**config.mk**
```make
export PLATFORM = sky130hd
export DESIGN_NAME = thermal_cfg_regs
export DESIGN_NICKNAME = d
export VERILOG_FILES = /design/src/rtl/thermal_cfg_pkg.sv /design/src/rtl/tcfg_rst_sync.sv /design/src/rtl/tcfg_decode.sv /design/src/rtl/tcfg_freeze.sv /design/src/rtl/tcfg_field_bank.sv /design/src/rtl/tcfg_trip.sv /design/src/rtl/thermal_cfg_regs.sv
export SDC_FILE = /design/constraint.sdc
export NUM_CORES = 1
export LEC_CHECK = 0
export ABC_AREA = 1
export BUFFER_PORTS_ARGS = -buffer_cell sky130_fd_sc_hd__buf_2
export CAP_MARGIN = 10
export CORE_MARGIN = 4
export CORE_UTILIZATION = 50
export CTS_CLUSTER_SIZE = 25
export DETAILED_ROUTE_END_ITERATION = 8
export PLACE_DENSITY_LB_ADDON = 0.1
export SYNTH_ARGS = -nofsm -noshare
export SYNTH_HDL_FRONTEND = slang
export SYNTH_SLANG_ARGS = --single-unit
```
**constraint.sdc**
```tcl
create_clock -name clk -period 1.45 [get_ports clk]
set_input_delay 0.0725 -clock clk [delete_from_list [all_inputs] [get_ports clk]]
set_output_delay 0.0725 -clock clk [all_outputs]
set_load 0.01 [all_outputs]
```
**src/rtl/thermal_cfg_pkg.sv**
```systemverilog
package thermal_cfg_pkg;
  localparam int unsigned DATA_W     = 32;
  localparam int unsigned TEMP_W     = 8;
  localparam int unsigned OFS_LIMIT  = 'h0;
  localparam int unsigned OFS_SLOPE  = 'h4;
  localparam int unsigned OFS_FREEZE = 'h8;
  localparam int unsigned OFS_CTRL   = 'hC;
  localparam int unsigned LIMIT_RST  = 125;
  localparam int unsigned EN_BIT     = 1;

  typedef struct packed {
    logic limit;
    logic slope;
    logic freeze;
    logic ctrl;
  } reg_sel_t;
endpackage

```
**src/rtl/tcfg_rst_sync.sv**
```systemverilog
module tcfg_rst_sync #(
  parameter int unsigned STAGES = 2
) (
  input  logic clk,
  input  logic arst_n,
  output logic srst_n
);
  logic [STAGES-1:0] sync_q;
  logic [STAGES-1:0] sync_d;

  always_comb begin
    sync_d = {sync_q[STAGES-2:0], 1'b1};
  end

  always_ff @(posedge clk or negedge arst_n) begin
    if (!arst_n) sync_q <= '0;
    else         sync_q <= sync_d;
  end

  assign srst_n = sync_q[STAGES-1];
endmodule

```
**src/rtl/tcfg_decode.sv**
```systemverilog
module tcfg_decode
  import thermal_cfg_pkg::*;
#(
  parameter int unsigned ADDR_W = 8
) (
  input  logic [ADDR_W-1:0] addr_i,
  output reg_sel_t          sel_o,
  output logic              hit_o
);
  always_comb begin
    sel_o.limit  = (addr_i == ADDR_W'(OFS_LIMIT));
    sel_o.slope  = (addr_i == ADDR_W'(OFS_SLOPE));
    sel_o.freeze = (addr_i == ADDR_W'(OFS_FREEZE));
    sel_o.ctrl   = (addr_i == ADDR_W'(OFS_CTRL));
    hit_o        = |sel_o;
  end
endmodule

```
**src/rtl/tcfg_freeze.sv**
```systemverilog
module tcfg_freeze (
  input  logic clk,
  input  logic por_n,
  input  logic wr_en_i,
  input  logic sel_i,
  input  logic wbit_i,
  output logic frozen_o
);
  logic frozen_q;
  logic set_en;

  always_comb begin
    set_en = wr_en_i & sel_i & wbit_i & ~frozen_q;
  end

  always_ff @(posedge clk or negedge por_n) begin
    if (!por_n)      frozen_q <= 1'b0;
    else if (set_en) frozen_q <= 1'b1;
  end

  assign frozen_o = frozen_q;


  freeze_sticky_chk: assert property (@(posedge clk) disable iff (!por_n)
    frozen_q |=> frozen_q);

  freeze_set_chk: assert property (@(posedge clk) disable iff (!por_n)
    (wr_en_i && sel_i && wbit_i) |=> frozen_q);
endmodule

```
**src/rtl/tcfg_field_bank.sv**
```systemverilog
module tcfg_field_bank
  import thermal_cfg_pkg::*;
(
  input  logic              clk,
  input  logic              por_n,
  input  logic              wr_en_i,
  input  reg_sel_t          sel_i,
  input  logic [DATA_W-1:0] wdata_i,
  input  logic              frozen_i,
  output logic [TEMP_W-1:0] limit_o,
  output logic [DATA_W-1:0] slope_o,
  output logic              trip_en_o
);
  logic [TEMP_W-1:0] limit_q, limit_d;
  logic [DATA_W-1:0] slope_q, slope_d;
  logic              en_q, en_d;
  logic              wr_ok, limit_ce, slope_ce, en_ce;

  always_comb begin
    wr_ok    = wr_en_i & ~frozen_i;
    limit_ce = wr_ok & sel_i.limit;
    slope_ce = wr_ok & sel_i.slope;
    en_ce    = wr_ok & sel_i.ctrl;
    limit_d  = wdata_i[TEMP_W-1:0];
    slope_d  = wdata_i;
    en_d     = wdata_i[EN_BIT];
  end

  always_ff @(posedge clk or negedge por_n) begin
    if (!por_n)        limit_q <= TEMP_W'(LIMIT_RST);
    else if (limit_ce) limit_q <= limit_d;
  end

  always_ff @(posedge clk or negedge por_n) begin
    if (!por_n)        slope_q <= '0;
    else if (slope_ce) slope_q <= slope_d;
  end

  always_ff @(posedge clk or negedge por_n) begin
    if (!por_n)     en_q <= 1'b0;
    else if (en_ce) en_q <= en_d;
  end

  assign limit_o   = limit_q;
  assign slope_o   = slope_q;
  assign trip_en_o = en_q;


  frozen_limit_chk: assert property (@(posedge clk) disable iff (!por_n)
    (frozen_i && wr_en_i && sel_i.limit) |=> $stable(limit_q));

  frozen_slope_chk: assert property (@(posedge clk) disable iff (!por_n)
    (frozen_i && wr_en_i && sel_i.slope) |=> $stable(slope_q));

  frozen_en_chk: assert property (@(posedge clk) disable iff (!por_n)
    frozen_i |=> $stable(en_q));
endmodule

```
**src/rtl/tcfg_trip.sv**
```systemverilog
module tcfg_trip
  import thermal_cfg_pkg::*;
(
  input  logic              clk,
  input  logic              rst_n,
  input  logic              en_i,
  input  logic [TEMP_W-1:0] temp_i,
  input  logic [TEMP_W-1:0] limit_i,
  output logic              req_o
);
  logic req_q, req_d;

  always_comb begin
    req_d = en_i & (temp_i >= limit_i);
  end

  always_ff @(posedge clk or negedge rst_n) begin
    if (!rst_n) req_q <= 1'b0;
    else        req_q <= req_d;
  end

  assign req_o = req_q;


  trip_rise_chk: assert property (@(posedge clk) disable iff (!rst_n)
    (en_i && (temp_i >= limit_i)) |=> req_o);

  trip_fall_chk: assert property (@(posedge clk) disable iff (!rst_n)
    (!en_i || (temp_i < limit_i)) |=> !req_o);
endmodule

```
**src/rtl/thermal_cfg_regs.sv**
```systemverilog
module thermal_cfg_regs
  import thermal_cfg_pkg::*;
#(
  parameter int unsigned ADDR_W = 8
) (
  input  logic              clk,
  input  logic              por_rst_n,
  input  logic              warm_rst_n,
  input  logic [ADDR_W-1:0] bus_addr,
  input  logic              bus_wr_en,
  input  logic [DATA_W-1:0] bus_wdata,
  output logic [DATA_W-1:0] bus_rdata,
  input  logic [TEMP_W-1:0] cur_temp,
  output logic              shutdown_req
);
  logic              por_n, warm_n, trip_rst_n;
  reg_sel_t          sel;
  logic              hit;
  logic              frozen;
  logic [TEMP_W-1:0] limit;
  logic [DATA_W-1:0] slope;
  logic              trip_en;

  tcfg_rst_sync #(.STAGES(2)) u_por_sync (
    .clk(clk), .arst_n(por_rst_n), .srst_n(por_n));
  tcfg_rst_sync #(.STAGES(2)) u_warm_sync (
    .clk(clk), .arst_n(warm_rst_n), .srst_n(warm_n));

  assign trip_rst_n = por_n & warm_n;

  tcfg_decode #(.ADDR_W(ADDR_W)) u_decode (
    .addr_i(bus_addr), .sel_o(sel), .hit_o(hit));

  tcfg_freeze u_freeze (
    .clk(clk), .por_n(por_n), .wr_en_i(bus_wr_en), .sel_i(sel.freeze),
    .wbit_i(bus_wdata[0]), .frozen_o(frozen));

  tcfg_field_bank u_bank (
    .clk(clk), .por_n(por_n), .wr_en_i(bus_wr_en), .sel_i(sel),
    .wdata_i(bus_wdata), .frozen_i(frozen), .limit_o(limit),
    .slope_o(slope), .trip_en_o(trip_en));

  tcfg_trip u_trip (
    .clk(clk), .rst_n(trip_rst_n), .en_i(trip_en), .temp_i(cur_temp),
    .limit_i(limit), .req_o(shutdown_req));

  always_comb begin
    bus_rdata = '0;
    unique case (1'b1)
      sel.limit:  bus_rdata = DATA_W'(limit);
      sel.slope:  bus_rdata = slope;
      sel.freeze: bus_rdata = DATA_W'(frozen);
      sel.ctrl:   bus_rdata = DATA_W'(trip_en) << EN_BIT;
      default:    bus_rdata = '0;
    endcase
  end


  decode_onehot_chk: assert property (@(posedge clk) disable iff (!por_n)
    $onehot0(sel));

  unmapped_read_chk: assert property (@(posedge clk) disable iff (!por_n)
    !hit |-> (bus_rdata == '0));

  limit_rsvd_chk: assert property (@(posedge clk) disable iff (!por_n)
    sel.limit |-> (bus_rdata[DATA_W-1:TEMP_W] == '0));

  ctrl_rsvd_chk: assert property (@(posedge clk) disable iff (!por_n)
    sel.ctrl |-> ($countones(bus_rdata) <= 1 && bus_rdata[0] == 1'b0));
endmodule

```
==> results_tabular.tex, run 1 <==
\begin{tabular}{lr}
\hline
Metric & Value \\
\hline
\multicolumn{2}{l}{\textbf{Run status}} \\
Status & finished, final reports clean \\
\multicolumn{2}{l}{\textbf{Finish}} \\
Final nets & 480 \\
Area growth, synth to finish & 33.52\% \\
Diode count & 0 \\
Non-Filler Cell Area, Final & 3324 um2 \\
Number of standard cells in the final layout excluding fillers & 488 \\
Leading cell types in the layout, fill and taps excluded & 100 x sky130\_fd\_sc\_hd\_\_nand2\_1, 84 x sky130\_fd\_sc\_hd\_\_buf\_2, 50 x sky130\_fd\_sc\_hd\_\_inv\_1 \\
Final-layout fill cell count & 429 \\
Most common library cell in the layout ignoring fill and taps & sky130\_fd\_sc\_hd\_\_nand2\_1 \\
Storage cell area & 1185 um2 \\
Multi-input logic area & 1047 um2 \\
Fraction of final layout cells sized beyond drive strength 1 & 0.3230 \\
\multicolumn{2}{l}{\textbf{Route}} \\
Number of design rule violations left after detail routing & 0 \\
Starting DRC count in detailed routing & 110 \\
Iteration count of the initial detailed-routing pass & 4 \\
Routed len/inst & 11.64 um \\
Detail Route Antenna Nets & 0 \\
Vias per cell & 4.586 \\
Sum of routed wire length over all layers & 5678 um \\
Routed via count & 2238 \\
\multicolumn{2}{l}{\textbf{Global routing}} \\
Maximum number of pins on one net before global-route repair & 41 \\
Total global routing track utilization & 0.2025 \\
First-pass GRT wire length & 9963 um \\
Grt total ovfl & 0 \\
Vias in the first global route & 2268 \\
Antenna violations before repair & 0 \\
\multicolumn{2}{l}{\textbf{Place}} \\
Area post-placement & 2953 um2 \\
Post-Place Worst Slack & 0.07206 ns \\
Count of port buffers added during placement & 84 \\
Placer Congestion & 0.8014 \\
Post-detail-place hpwl & 3881 um \\
Cell count after placement & 456 \\
\multicolumn{2}{l}{\textbf{Setup path}} \\
CP Max Fanout & 3 \\
Startpoint-to-endpoint class of the critical path & reg2reg \\
CP startpoint kind & flop \\
Endpoint kind of the worst setup timing path & flop \\
Required arrival time at the worst endpoint & 1.70 ns \\
Arrival time at the worst endpoint & 1.64 ns \\
\multicolumn{2}{l}{\textbf{Logic synthesis}} \\
Syn avg cell area & 8.032 um2 \\
YS warnings & 0 \\
EDFF count, synth & 0 \\
Share of synthesized flip-flops with an asynchronous set or reset & 1.000 \\
Part of the Yosys area used for sequential elements & 0.4754 \\
Number of unique standard cell types used by synthesis & 23 \\
Area share of the leading cell type in the synthesized netlist & 0.4121 \\
Most common flop cell mapped by yosys & sky130\_fd\_sc\_hd\_\_dfrtp\_1 \\
Number of instances in the synthesized netlist & 310 \\
Number of synthesized register bits & 47 \\
Cell types occupying the most area after synthesis & sky130\_fd\_sc\_hd\_\_dfrtp\_1 41\%, sky130\_fd\_sc\_hd\_\_nand2\_1 15\%, sky130\_fd\_sc\_hd\_\_inv\_1 7.5\%, sky130\_fd\_sc\_hd\_\_dfstp\_2 6.3\%, sky130\_fd\_sc\_hd\_\_nand3\_1 6.0\% \\
Post-Synthesis Cell Area & 2490 um2 \\
Cell type with the highest aggregate area in the netlist & sky130\_fd\_sc\_hd\_\_dfrtp\_1 \\
\multicolumn{2}{l}{\textbf{STA}} \\
Post-route minimum period & 1.395 ns \\
Smallest setup slack after layout & 0.05548 ns \\
Slew Limit Fails & 0 \\
TNS Setup & 0 ns \\
Slew at the pin closest to its max-slew limit & 0.5098 ns \\
Worst clock skew & 0.007001 ns \\
Maximum clock frequency & 717.1 MHz \\
Slew HR & 0.6601 \\
Final setup violation count & 0 \\
Period utilisation layout & 0.9617 \\
Final hold violations & 0 \\
\multicolumn{2}{l}{\textbf{Clocking}} \\
Maximum buffer depth of the clock tree & 2 \\
Number of levels in the clock H-tree & 2 \\
Clock Root Buffer & sky130\_fd\_sc\_hd\_\_clkbuf\_8 \\
TritonCTS Sinks & 47 \\
TritonCTS clock tree & yes \\
Clock edge transition at the registers on the reported setup and hold paths & 0.09 ns \\
Number of buffers inserted during clock tree synthesis & 5 \\
Skew-Pair Late Insertion Delay & 0.30 ns \\
\multicolumn{2}{l}{\textbf{Floorplan}} \\
Starting utilization of the core area & 0.5203 \\
Core region area & 4786 um2 \\
Number of I/O pins & 85 \\
Floorplan die width & 78.57 um \\
Std cell rows & 25 \\
Floorplan die area & 6172 um2 \\
Height of the die & 78.57 um \\
\multicolumn{2}{l}{\textbf{Pwr}} \\
Static Leak & 1.804 nW \\
Worst IR Drop VDD & 497.8 uV \\
Tot Pwr & 2.590 mW \\
Power per cell area & 779.1 nW/um2 \\
\multicolumn{2}{l}{\textbf{Hold path}} \\
Tightest Hold Check Type & in2reg \\
\multicolumn{2}{l}{\textbf{Run}} \\
Total of max-cap violations & 0 \\
\hline
\end{tabular}
## per-stage QoR
step | util | hold slack, ns
final | 0.6946 | 0.01171
after global routing | 0.6946 | 0.007161
after CTS | 0.6858 | 0.001315
after detailed placement | 0.6170 | -0.1409
after global placement | 0.6170 | -0.1420
after floorplan | - | -0.2231
## worst max-delay path, stage by stage, from the launching register on
cell	delay, ns
sky130_fd_sc_hd__dfstp_2	0.55
sky130_fd_sc_hd__inv_1	0.04
sky130_fd_sc_hd__ha_1	0.26
sky130_fd_sc_hd__nand2_1	0.06
sky130_fd_sc_hd__nor2_1	0.14
sky130_fd_sc_hd__nand4_1	0.10
sky130_fd_sc_hd__nand3_1	0.09
sky130_fd_sc_hd__nand2_1	0.05
sky130_fd_sc_hd__inv_1	0.04
## sequential cells by signal (all words and copies together) (netlist names)
name                cells
u_trip.req_o            1
u_freeze.frozen_o       1
u_bank.trip_en_o        1
u_warm_sync.sync_q      2
u_bank.limit_o          8
u_por_sync.sync_q       2
u_bank.slope_o         32
## where the power goes
| group | leakage [nW] | internal [mW] | switching, mW |
|---|---|---|---|
| Combinational | 1.14 | 0.170 | 0.158 |
| Clock | 0.0474 | 0.389 | 0.449 |
| Sequential | 0.618 | 1.38 | 0.0454 |
| Total | 1.80 | 1.94 | 0.652 |
## synth_stat cells (2+ instances only)
master / number
sky130_fd_sc_hd__buf_2: 2
sky130_fd_sc_hd__o21ai_2: 16
sky130_fd_sc_hd__a21oi_1: 2
sky130_fd_sc_hd__ha_1: 8
sky130_fd_sc_hd__nor2_4: 3
sky130_fd_sc_hd__dfrtp_1: 41
sky130_fd_sc_hd__inv_1: 50
sky130_fd_sc_hd__buf_6: 5
sky130_fd_sc_hd__nand3_2: 2
sky130_fd_sc_hd__nand3_1: 30
sky130_fd_sc_hd__nand2_1: 100
sky130_fd_sc_hd__buf_4: 5
sky130_fd_sc_hd__nor2_2: 2
sky130_fd_sc_hd__nor2_1: 29
sky130_fd_sc_hd__dfstp_2: 6
sky130_fd_sc_hd__nand2_4: 2
## per-layer routing
metal  track usage  routed length (um)  part of all wire  up-vias
met4       0.05944                  77             0.014        0
met1        0.2478                2383              0.42     1010
met5             0                   0                 0        -
met2        0.3523                2884              0.51       65
met3       0.04931                 332             0.058        9
li1              -                   -                 -     1154
## worst paths after layout
path                                                      start                              end  slack, ns  cells past startpoint
worst max-delay path              u_bank.limit_o[6]$_DFFE_PN1P_           u_trip.req_o$_DFF_PN0_       0.06                      8
worst min register to register  u_warm_sync.sync_q[1]$_DFF_PN0_           u_trip.req_o$_DFF_PN0_       0.10                      2
worst max register to register    u_bank.limit_o[6]$_DFFE_PN1P_           u_trip.req_o$_DFF_PN0_       0.06                      8
max in group asynchronous        u_por_sync.sync_q[1]$_DFF_PN0_   u_bank.slope_o[26]$_DFFE_PN0P_       0.71                      1
min in group asynchronous                            warm_rst_n  u_warm_sync.sync_q[1]$_DFF_PN0_       0.07                      2
worst min-delay path                              bus_wdata[27]   u_bank.slope_o[27]$_DFFE_PN0P_       0.01                      3
## cell type report
class,instances,area share
Multi-Input combinational cell,201,0.3150
Timing Repair Buffer,114,0.2153
Inverter,51,0.05834
Tap cell,67,0.02522
Clock inverter,2,0.004893
Clock buffer,6,0.02484
Sequential cell,47,0.3564
## cells by family (layout without fill, tap and decap cells)
kind of cell / count (synthesis) / in the layout / synth area share
AND/OR/NAND/NOR: 170 / 170 / 0.2960
buffers and inverters: 63 / 173 / 0.1186
flip-flops: 47 / 47 / 0.4754
AO/OA/AOI/OAI: 21 / 21 / 0.06834
adder cells (fa/ha/maj): 8 / 8 / 0.04020
other: 1 / 2 / 0.001506
## timing repair
item                                   in CTS  in global routing
setup endpoints to repair                   0                  2
setup buffers                               0                  1
hold buffers                               23                  0
endpoints found under the hold margin      25                  0
gates resized for setup                     0                  6
(Power assumes the default switching activity.)
==> inputs of run 2 (changes only) <==
ABC_AREA = 0   (was 1)
CORE_UTILIZATION = 49   (was 50)
==> run 2 against run 1 <==
Effect of this change:
- the flow now finishes with violations (setup timing)
- combinational power rose by 23%
- register-to-register slack got worse by 0.22 ns
- non-clock buffer count is 26 higher
- via count is 11% lower
- critical path depth is the same
- synthesized cell count decreased by 42%
- sequential power is essentially flat
- synthesized area fell by 8.2%
- clock-buffer cell count is the same
- core utilization rose by 20 points
- total power increased by 7.6%
- critical endpoint is now bus_rdata[13]
- largest power group unchanged
==> results_tabular.tex, run 2 <==
\begin{tabular}{lr}
\hline
Metric & Value \\
\hline
\multicolumn{2}{l}{\textbf{Clocking}} \\
Skew-Pair Late Insertion Delay & 0.30 ns (about the same) \\
Number of buffers inserted during clock tree synthesis & 5 (unchanged) \\
Maximum buffer depth of the clock tree & 2 (unchanged) \\
Clock edge transition at the registers on the reported setup and hold paths & 0.08 ns (about the same) \\
Number of levels in the clock H-tree & 2 (unchanged) \\
TritonCTS Sinks & 47 (unchanged) \\
TritonCTS clock tree & yes \\
Clock Root Buffer & sky130\_fd\_sc\_hd\_\_clkbuf\_8 \\
\multicolumn{2}{l}{\textbf{Run status}} \\
Violated checks & setup timing \\
Status & complete, but fails checks \\
\multicolumn{2}{l}{\textbf{Setup path}} \\
Endpoint kind of the worst setup timing path & output port \\
Startpoint-to-endpoint class of the critical path & in2out \\
Required arrival time at the worst endpoint & 1.38 ns (-0.32 ns) \\
Start point of the critical path & bus\_addr[6] \\
CP Max Fanout & 6 (+3) \\
Startpoint of the worst-slack reg-to-reg timing path & u\_freeze.frozen\_o\$\_DFFE\_PN0P\_ \\
CP startpoint kind & input pin \\
Arrival time at the worst endpoint & 1.78 ns (+0.14 ns) \\
Worst Reg-to-Reg Cells & 3 (-5) \\
Reg2Reg Setup Slack & -0.16 ns (-0.22 ns) \\
R2R Path End & u\_bank.limit\_o[1]\$\_DFFE\_PN0P\_ \\
\multicolumn{2}{l}{\textbf{STA}} \\
Slew Limit Fails & 0 (unchanged) \\
Maximum clock frequency & 540.9 MHz (-25\%) \\
Worst clock skew & 0.006577 ns (-0.0004239 ns) \\
Final hold violations & 0 (unchanged) \\
Unrepaired setup endpoints after global routing & yes \\
TNS Setup & -23.01 ns (-23.01 ns) \\
Final Hold Slack & 0.02577 ns (+0.01406 ns) \\
Smallest setup slack after layout & -0.3987 ns (-0.4542 ns) \\
Post-route minimum period & 1.849 ns (+0.4542 ns) \\
Final setup violation count & 73 (+73) \\
Period utilisation layout & 1.275 (+0.3132) \\
\multicolumn{2}{l}{\textbf{Pwr}} \\
Combinational group share of total power & 0.144 (+0.017) \\
Sw power & 0.6476 mW (-0.74\%) \\
Power per cell area & 697.7 nW/um2 (-10\%) \\
Switching part of the total power & 0.2323 (-0.01963) \\
Internal power of the cells & 2.141 mW (+10\%) \\
Tot Pwr & 2.788 mW (+7.6\%) \\
Share of power burned in the clock network & 0.344 (+0.020) \\
Worst IR Drop VDD & 1142 uV (+130\%) \\
Fraction of power consumed by sequential logic & 0.512 (-0.038) \\
Static Leak & 2.068 nW (+15\%) \\
\multicolumn{2}{l}{\textbf{Global routing}} \\
Maximum number of pins on one net before global-route repair & 30 (-27\%) \\
Vias in the first global route & 1953 (-14\%) \\
First-pass GRT wire length & 9528 um (-4.4\%) \\
Grt total ovfl & 0 (unchanged) \\
Total global routing track utilization & 0.2062 (+0.003782) \\
Antenna violations before repair & 0 (unchanged) \\
\multicolumn{2}{l}{\textbf{Logic synthesis}} \\
Syn avg cell area & 12.62 um2 (+57\%) \\
Post-Synthesis Cell Area & 2285 um2 (-8.2\%) \\
EDFF count, synth & 0 (unchanged) \\
YS warnings & 0 (unchanged) \\
Number of instances in the synthesized netlist & 181 (-42\%) \\
Most common cell in the netlist & sky130\_fd\_sc\_hd\_\_dfrtp\_1 \\
Cell type with the highest aggregate area in the netlist & sky130\_fd\_sc\_hd\_\_dfrtp\_1 \\
Most common flop cell mapped by yosys & sky130\_fd\_sc\_hd\_\_dfrtp\_1 \\
Cell types occupying the most area after synthesis & sky130\_fd\_sc\_hd\_\_dfrtp\_1 45\%, sky130\_fd\_sc\_hd\_\_mux2\_1 16\%, sky130\_fd\_sc\_hd\_\_dfstp\_2 6.9\%, sky130\_fd\_sc\_hd\_\_and2\_1 6.8\%, sky130\_fd\_sc\_hd\_\_mux2\_4 5.3\% \\
Share of synthesized flip-flops with an asynchronous set or reset & 1.000 (unchanged) \\
Area share of the leading cell type in the synthesized netlist & 0.4491 (+0.03701) \\
Most frequent cells after synthesis & 41 x sky130\_fd\_sc\_hd\_\_dfrtp\_1, 33 x sky130\_fd\_sc\_hd\_\_mux2\_1, 25 x sky130\_fd\_sc\_hd\_\_and2\_1, 11 x sky130\_fd\_sc\_hd\_\_nor2\_1, 9 x sky130\_fd\_sc\_hd\_\_inv\_1 \\
Number of unique standard cell types used by synthesis & 32 (+39\%) \\
Part of the Yosys area used for sequential elements & 0.5181 (+0.04270) \\
Number of synthesized register bits & 47 (unchanged) \\
\multicolumn{2}{l}{\textbf{Floorplan}} \\
Starting utilization of the core area & 0.5141 (-0.006185) \\
Core region area & 4444 um2 (-7.1\%) \\
Height of the die & 76.29 um (-2.9\%) \\
Number of I/O pins & 85 (unchanged) \\
Floorplan die area & 5819 um2 (-5.7\%) \\
Std cell rows & 24 (-4.0\%) \\
Floorplan die width & 76.29 um (-2.9\%) \\
\multicolumn{2}{l}{\textbf{Finish}} \\
Diode count & 0 (unchanged) \\
End-of-flow core utilization & 0.8992 (+0.2046) \\
Max FFs per register & 32 (unchanged) \\
Final nets & 381 (-21\%) \\
Final-layout fill cell count & 173 (-60\%) \\
Leading cell types in the layout, fill and taps excluded & 52 x sky130\_fd\_sc\_hd\_\_buf\_2, 40 x sky130\_fd\_sc\_hd\_\_mux2\_4, 40 x sky130\_fd\_sc\_hd\_\_dfrtp\_1 \\
Most common library cell in the layout ignoring fill and taps & sky130\_fd\_sc\_hd\_\_buf\_2 \\
Non-Filler Cell Area, Final & 3996 um2 (+20\%) \\
Fraction of final layout cells sized beyond drive strength 1 & 0.6366 (+0.3136) \\
Area growth, synth to finish & 74.92\% \\
\multicolumn{2}{l}{\textbf{Place}} \\
Post-detail-place hpwl & 3559 um (-8.3\%) \\
Placer Congestion & 0.7253 (-9.5\%) \\
Area post-placement & 2902 um2 (-1.7\%) \\
Count of port buffers added during placement & 84 (unchanged) \\
\multicolumn{2}{l}{\textbf{Run}} \\
Total of max-cap violations & 0 (unchanged) \\
\multicolumn{2}{l}{\textbf{Hold path}} \\
Cells on Worst Hold Path & 2 (-1) \\
Worst Hold End & u\_bank.trip\_en\_o\$\_DFFE\_PN0P\_ \\
Origin of the worst min-delay path & bus\_wdata[1] \\
Tightest Hold Check Type & in2reg \\
\multicolumn{2}{l}{\textbf{Route}} \\
Routed len/inst & 20.48 um (+76\%) \\
Starting DRC count in detailed routing & 101 (-8.2\%) \\
Number of design rule violations left after detail routing & 0 (unchanged) \\
Vias per cell & 5.316 (+16\%) \\
Sum of routed wire length over all layers & 7661 um (+35\%) \\
Routed via count & 1988 (-11\%) \\
Iteration count of the initial detailed-routing pass & 4 (unchanged) \\
Detail Route Antenna Nets & 0 (unchanged) \\
\hline
\end{tabular}
## run 2: cell count changes after synthesis, moves of 5 or more
cell                      delta
sky130_fd_sc_hd__buf_4       -5
sky130_fd_sc_hd__inv_1      -41
sky130_fd_sc_hd__and2_1     +25
sky130_fd_sc_hd__nor2_1     -18
sky130_fd_sc_hd__mux2i_1     +8
sky130_fd_sc_hd__nand3_1    -30
sky130_fd_sc_hd__mux2_1     +33
sky130_fd_sc_hd__mux2_4      +8
sky130_fd_sc_hd__o21ai_2    -16
sky130_fd_sc_hd__nand2_1    -97
## run 2: worst max-delay path: stages
cell and delay, ns:
sky130_fd_sc_hd__buf_6 0.09, sky130_fd_sc_hd__or4_4 0.53, sky130_fd_sc_hd__buf_6 0.14, sky130_fd_sc_hd__nor4_4 0.35, sky130_fd_sc_hd__buf_6 0.20, sky130_fd_sc_hd__clkbuf_16 0.15, sky130_fd_sc_hd__and2_4 0.14, sky130_fd_sc_hd__buf_6 0.10
## run 2: area by class of cell
| cell class | count | area (um2) | area share |
|---|---|---|---|
| repair buffers | 140 | 1282 | 0.3209 |
| multi-input cells | 118 | 1320 | 0.3303 |
| clock inverters | 2 | 37.54 | 0.009393 |
| inverters | 9 | 33.78 | 0.008453 |
| flip-flops and latches | 47 | 1185 | 0.2965 |
| clock buffers | 6 | 72.57 | 0.01816 |
| well taps | 52 | 65.06 | 0.01628 |
## run 2: layer usage
layer / GRT usage / up-vias / wire length (um)
met5: 0 / - / 0
met4: 0.07609 / 0 / 205
met3: 0.05201 / 15 / 369
met2: 0.3524 / 74 / 4160
met1: 0.2513 / 1001 / 2926
li1: - / 898 / -
## run 2: worst max-delay path by stage
stage | to | slack [ns] | cells past startpoint
after floorplan | u_bank.limit_o[1]$_DFFE_PN0P_ | -0.62 | 6
after global placement | u_bank.limit_o[7]$_DFFE_PN0P_ | -0.66 | 6
after detailed placement | u_bank.limit_o[7]$_DFFE_PN0P_ | -0.68 | 6
after CTS | u_bank.limit_o[7]$_DFFE_PN0P_ | -0.31 | 6
after global routing | bus_rdata[13] | -0.43 | 8
final | bus_rdata[13] | -0.40 | 8
## run 2: logic make-up (layout without fill, tap and decap cells)
group,after synthesis,after routing,synth area share
DFF,47,47,0.5181
adders and majority gates,8,8,0.04381
other,1,2,0.001641
and+or+nand+nor,49,49,0.1249
muxes,49,49,0.2503
buffers and inverters,17,157,0.03176
AOI/OAI and AO/OA,10,10,0.02958
## run 2: what timing repair did
| item | in CTS | in global routing |
|---|---|---|
| buffers inserted | 3 | 2 |
| hold buffers | 30 | 0 |
| gates cloned | 4 | 2 |
| hold endpoints to repair | 32 | 0 |
| resized for setup | 26 | 105 |
| pin swaps | 3 | 34 |
| endpoints found under the setup margin | 73 | 74 |
## run 2: per-stage QoR
step / setup slack, ns / instances
global placement: -0.6597 / 327
global route: -0.4251 / 374
detailed placement: -0.6793 / 327
finish: -0.3987 / 374
CTS: -0.3065 / 372
floorplan: -0.6218 / 182
## run 2: power by group through the flow
stage / Combinational (mW) / Sequential (mW) / Clock [mW]
after floorplan: 0.110 / 1.44 / 0
final: 0.403 / 1.43 / 0.958
after global routing: 0.436 / 1.44 / 1.03
after global placement: 0.245 / 1.44 / 0
after CTS: 0.334 / 1.42 / 0.981
after detailed placement: 0.252 / 1.44 / 0
==> inputs of run 3 (changes only) <==
CTS_CLUSTER_SIZE = not set   (was 25)
HOLD_SLACK_MARGIN = 0.1   (was not set)
==> run 3 against run 2 <==
Effect of this change:
- the run still ends with setup timing left
- worst setup slack better by 0.027 ns
- sequential cell count unchanged
- sequential share of layout area down 0.43 points
- critical path type is now in2reg
- largest cell class is now buffers
- highest routed layer unchanged
==> results_tabular.tex, run 3 (synthesis results as in run 2) <==
\begin{tabular}{lr}
\hline
Metric & Value \\
\hline
\multicolumn{2}{l}{\textbf{Clocking}} \\
Number of levels in the clock H-tree & 2 (unchanged) \\
Clock Root Buffer & sky130\_fd\_sc\_hd\_\_clkbuf\_8 \\
Skew-Pair Late Insertion Delay & 0.31 ns (about the same) \\
TritonCTS Sinks & 47 (unchanged) \\
TritonCTS clock tree & yes \\
Maximum buffer depth of the clock tree & 2 (unchanged) \\
Clock edge transition at the registers on the reported setup and hold paths & 0.08 ns (about the same) \\
Number of buffers inserted during clock tree synthesis & 5 (unchanged) \\
\multicolumn{2}{l}{\textbf{STA}} \\
Post-route minimum period & 1.821 ns (-0.02729 ns) \\
Slew Limit Fails & 0 (unchanged) \\
Final setup violation count & 74 (+1.4\%) \\
Worst clock skew & 0.01797 ns (+0.01140 ns) \\
Period utilisation layout & 1.256 (-0.01882) \\
TNS Setup & -21.04 ns (+1.975 ns) \\
Maximum clock frequency & 549.0 MHz (+1.5\%) \\
Final hold violations & 0 (unchanged) \\
Unrepaired setup endpoints after global routing & yes \\
Final Hold Slack & 0.1048 ns (+0.07905 ns) \\
Smallest setup slack after layout & -0.3714 ns (+0.02729 ns) \\
\multicolumn{2}{l}{\textbf{Finish}} \\
Final-layout fill cell count & 170 (-1.7\%) \\
Leading cell types in the layout, fill and taps excluded & 52 x sky130\_fd\_sc\_hd\_\_buf\_2, 40 x sky130\_fd\_sc\_hd\_\_mux2\_4, 40 x sky130\_fd\_sc\_hd\_\_dfrtp\_1 \\
Max FFs per register & 32 (unchanged) \\
Diode count & 0 (unchanged) \\
Fraction of final layout cells sized beyond drive strength 1 & 0.6220 (-0.01469) \\
Area growth, synth to finish & 77.49\% \\
Final nets & 387 (+1.6\%) \\
Number of standard cells in the final layout excluding fillers & 380 (+1.6\%) \\
Most common library cell in the layout ignoring fill and taps & sky130\_fd\_sc\_hd\_\_buf\_2 \\
End-of-flow core utilization & 0.9124 (+0.01323) \\
\multicolumn{2}{l}{\textbf{Floorplan}} \\
Floorplan die width & 76.29 um (unchanged) \\
Number of I/O pins & 85 (unchanged) \\
Floorplan die area & 5819 um2 (unchanged) \\
Std cell rows & 24 (unchanged) \\
Starting utilization of the core area & 0.5141 (unchanged) \\
Core region area & 4444 um2 (unchanged) \\
Height of the die & 76.29 um (unchanged) \\
\multicolumn{2}{l}{\textbf{Setup path}} \\
Endpoint kind of the worst setup timing path & flop \\
Largest delay contributor family on the critical path & simple AND/OR/NAND/NOR gates \\
Biggest cell delay along the critical path & 0.55 ns (+0.02 ns) \\
Worst Reg-to-Reg Cells & 5 (+2) \\
Startpoint of the worst-slack reg-to-reg timing path & u\_bank.limit\_o[3]\$\_DFFE\_PN1P\_ \\
Startpoint-to-endpoint class of the critical path & in2reg \\
R2R Path End & u\_trip.req\_o\$\_DFF\_PN0\_ \\
Ordered list of cells on the worst path & buf\_6 -> or4\_4 -> or4\_4 -> or3b\_4 -> mux2\_4 \\
Worst path slowest cell & sky130\_fd\_sc\_hd\_\_or4\_4 \\
CP Max Fanout & 8 (+2) \\
Worst Path Buf+Inv & 1 (-4) \\
Arrival time at the worst endpoint & 2.01 ns (+0.23 ns) \\
CP startpoint kind & input pin \\
Critical Path Most Common Cell & sky130\_fd\_sc\_hd\_\_or4\_4 \\
Required arrival time at the worst endpoint & 1.64 ns (+0.26 ns) \\
Reg2Reg Setup Slack & -0.10 ns (+0.06 ns) \\
\multicolumn{2}{l}{\textbf{Place}} \\
Placer Congestion & 0.7253 (unchanged) \\
Count of port buffers added during placement & 84 (unchanged) \\
Cell count after placement & 327 (unchanged) \\
Post-detail-place hpwl & 3559 um (unchanged) \\
\multicolumn{2}{l}{\textbf{Pwr}} \\
Combinational group share of total power & 0.150 (+0.006) \\
Power per cell area & 697.6 nW/um2 (about the same) \\
Internal power of the cells & 2.152 mW (+0.55\%) \\
Static Leak & 2.092 nW (+1.2\%) \\
Sw power & 0.6764 mW (+4.4\%) \\
Worst IR Drop VDD & 956.4 uV (-16\%) \\
Share of power burned in the clock network & 0.344 (about the same) \\
Fraction of power consumed by sequential logic & 0.506 (-0.006) \\
Switching part of the total power & 0.2391 (+0.006851) \\
\multicolumn{2}{l}{\textbf{Global routing}} \\
Maximum number of pins on one net before global-route repair & 30 (unchanged) \\
First-pass GRT wire length & 9639 um (+1.2\%) \\
Total global routing track utilization & 0.2078 (+0.001520) \\
Grt total ovfl & 0 (unchanged) \\
Vias in the first global route & 1989 (+1.8\%) \\
Antenna violations before repair & 0 (unchanged) \\
\multicolumn{2}{l}{\textbf{Route}} \\
WL met3 & 415 um (+12\%) \\
Sum of routed wire length over all layers & 8334 um (+8.8\%) \\
Routed wire length on met2 & 4688 um (+13\%) \\
Top routing layer in use & met4 \\
Number of design rule violations left after detail routing & 0 (unchanged) \\
Post-route met1 wirelength & 2925 um (about the same) \\
Iteration count of the initial detailed-routing pass & 4 (unchanged) \\
Starting DRC count in detailed routing & 88 (-13\%) \\
Detail Route Antenna Nets & 0 (unchanged) \\
Routed len/inst & 21.93 um (+7.1\%) \\
Vias per cell & 5.342 (+0.50\%) \\
Routed via count & 2030 (+2.1\%) \\
\multicolumn{2}{l}{\textbf{Run}} \\
Total of max-cap violations & 0 (unchanged) \\
\multicolumn{2}{l}{\textbf{Hold path}} \\
Tightest Hold Check Type & reg2async \\
\multicolumn{2}{l}{\textbf{Run status}} \\
Status & complete, but fails checks \\
Violated checks & setup timing \\
\hline
\end{tabular}
[run 3: cell types whose count changed in the layout (fill, tap and decap cells not counted)]
cell / delta
sky130_fd_sc_hd__buf_6: -1
sky130_fd_sc_hd__dlygate4sd3_1: +7
[run 3: timing repair]
item,CTS,global route
hold buffers,37,0
pin swaps,3,33
gates resized for setup,26,104
endpoints found under the hold margin,46,0
endpoints found under the setup margin,73,74
setup buffers,3,1
gates cloned,4,2
[run 3: how the worst max path moves through the flow]
stage                start                            end  slack, ns  cells past startpoint
2_1_floorplan  bus_addr[5]  u_bank.limit_o[1]$_DFFE_PN0P_      -0.62                      6
3_3_place_gp   bus_addr[5]  u_bank.limit_o[7]$_DFFE_PN0P_      -0.66                      6
3_5_place_dp   bus_addr[5]  u_bank.limit_o[7]$_DFFE_PN0P_      -0.68                      6
4_1_cts        bus_addr[5]  u_bank.limit_o[7]$_DFFE_PN0P_      -0.31                      6
5_1_grt        bus_addr[6]                  bus_rdata[13]      -0.40                      8
6_report       bus_addr[6]  u_bank.limit_o[1]$_DFFE_PN0P_      -0.37                      5
[run 3: final cells by class]
type | count | area (um2) | share of cell area
clock buffer | 6 | 72.57 | 0.01790
tap | 52 | 65.06 | 0.01604
timing repair buffer | 146 | 1341 | 0.3308
multi-input combinational | 118 | 1320 | 0.3255
sequential | 47 | 1185 | 0.2922
inverter | 9 | 33.78 | 0.008331
clock inverter | 2 | 37.54 | 0.009256
[run 3: power groups by stage]
stage	clock (mW)	sequential, mW	combinational (mW)
floorplan	0	1.44	0.110
global placement	0	1.44	0.245
finish	0.973	1.43	0.425
detailed placement	0	1.44	0.252
global route	1.04	1.44	0.458
CTS	0.981	1.42	0.348
[run 3: worst reg2reg max path: cells and delay by family, from the launching register on]
family	cells	cell delay [ns]
compound gates	2	0.54
fa+ha+maj	1	0.28
buf+inv	1	0.05
flops	1	0.55
simple gates	1	0.06
[run 3: routing by layer]
layer | global-route usage | vias to the layer above
met5 | 0 | -
met4 | 0.07971 | 0
met3 | 0.05319 | 25
met2 | 0.3506 | 83
met1 | 0.2552 | 1008
li1 | - | 914
[run 3: metrics by stage]
step	instance area [um2]	power, mW	worst slack, ns
after detailed placement	2902	1.694	-0.6793
final	4055	2.829	-0.3714
after CTS	3585	2.745	-0.3065
after global routing	4055	2.942	-0.4044
after floorplan	2301	1.552	-0.6218
after global placement	2902	1.684	-0.6597
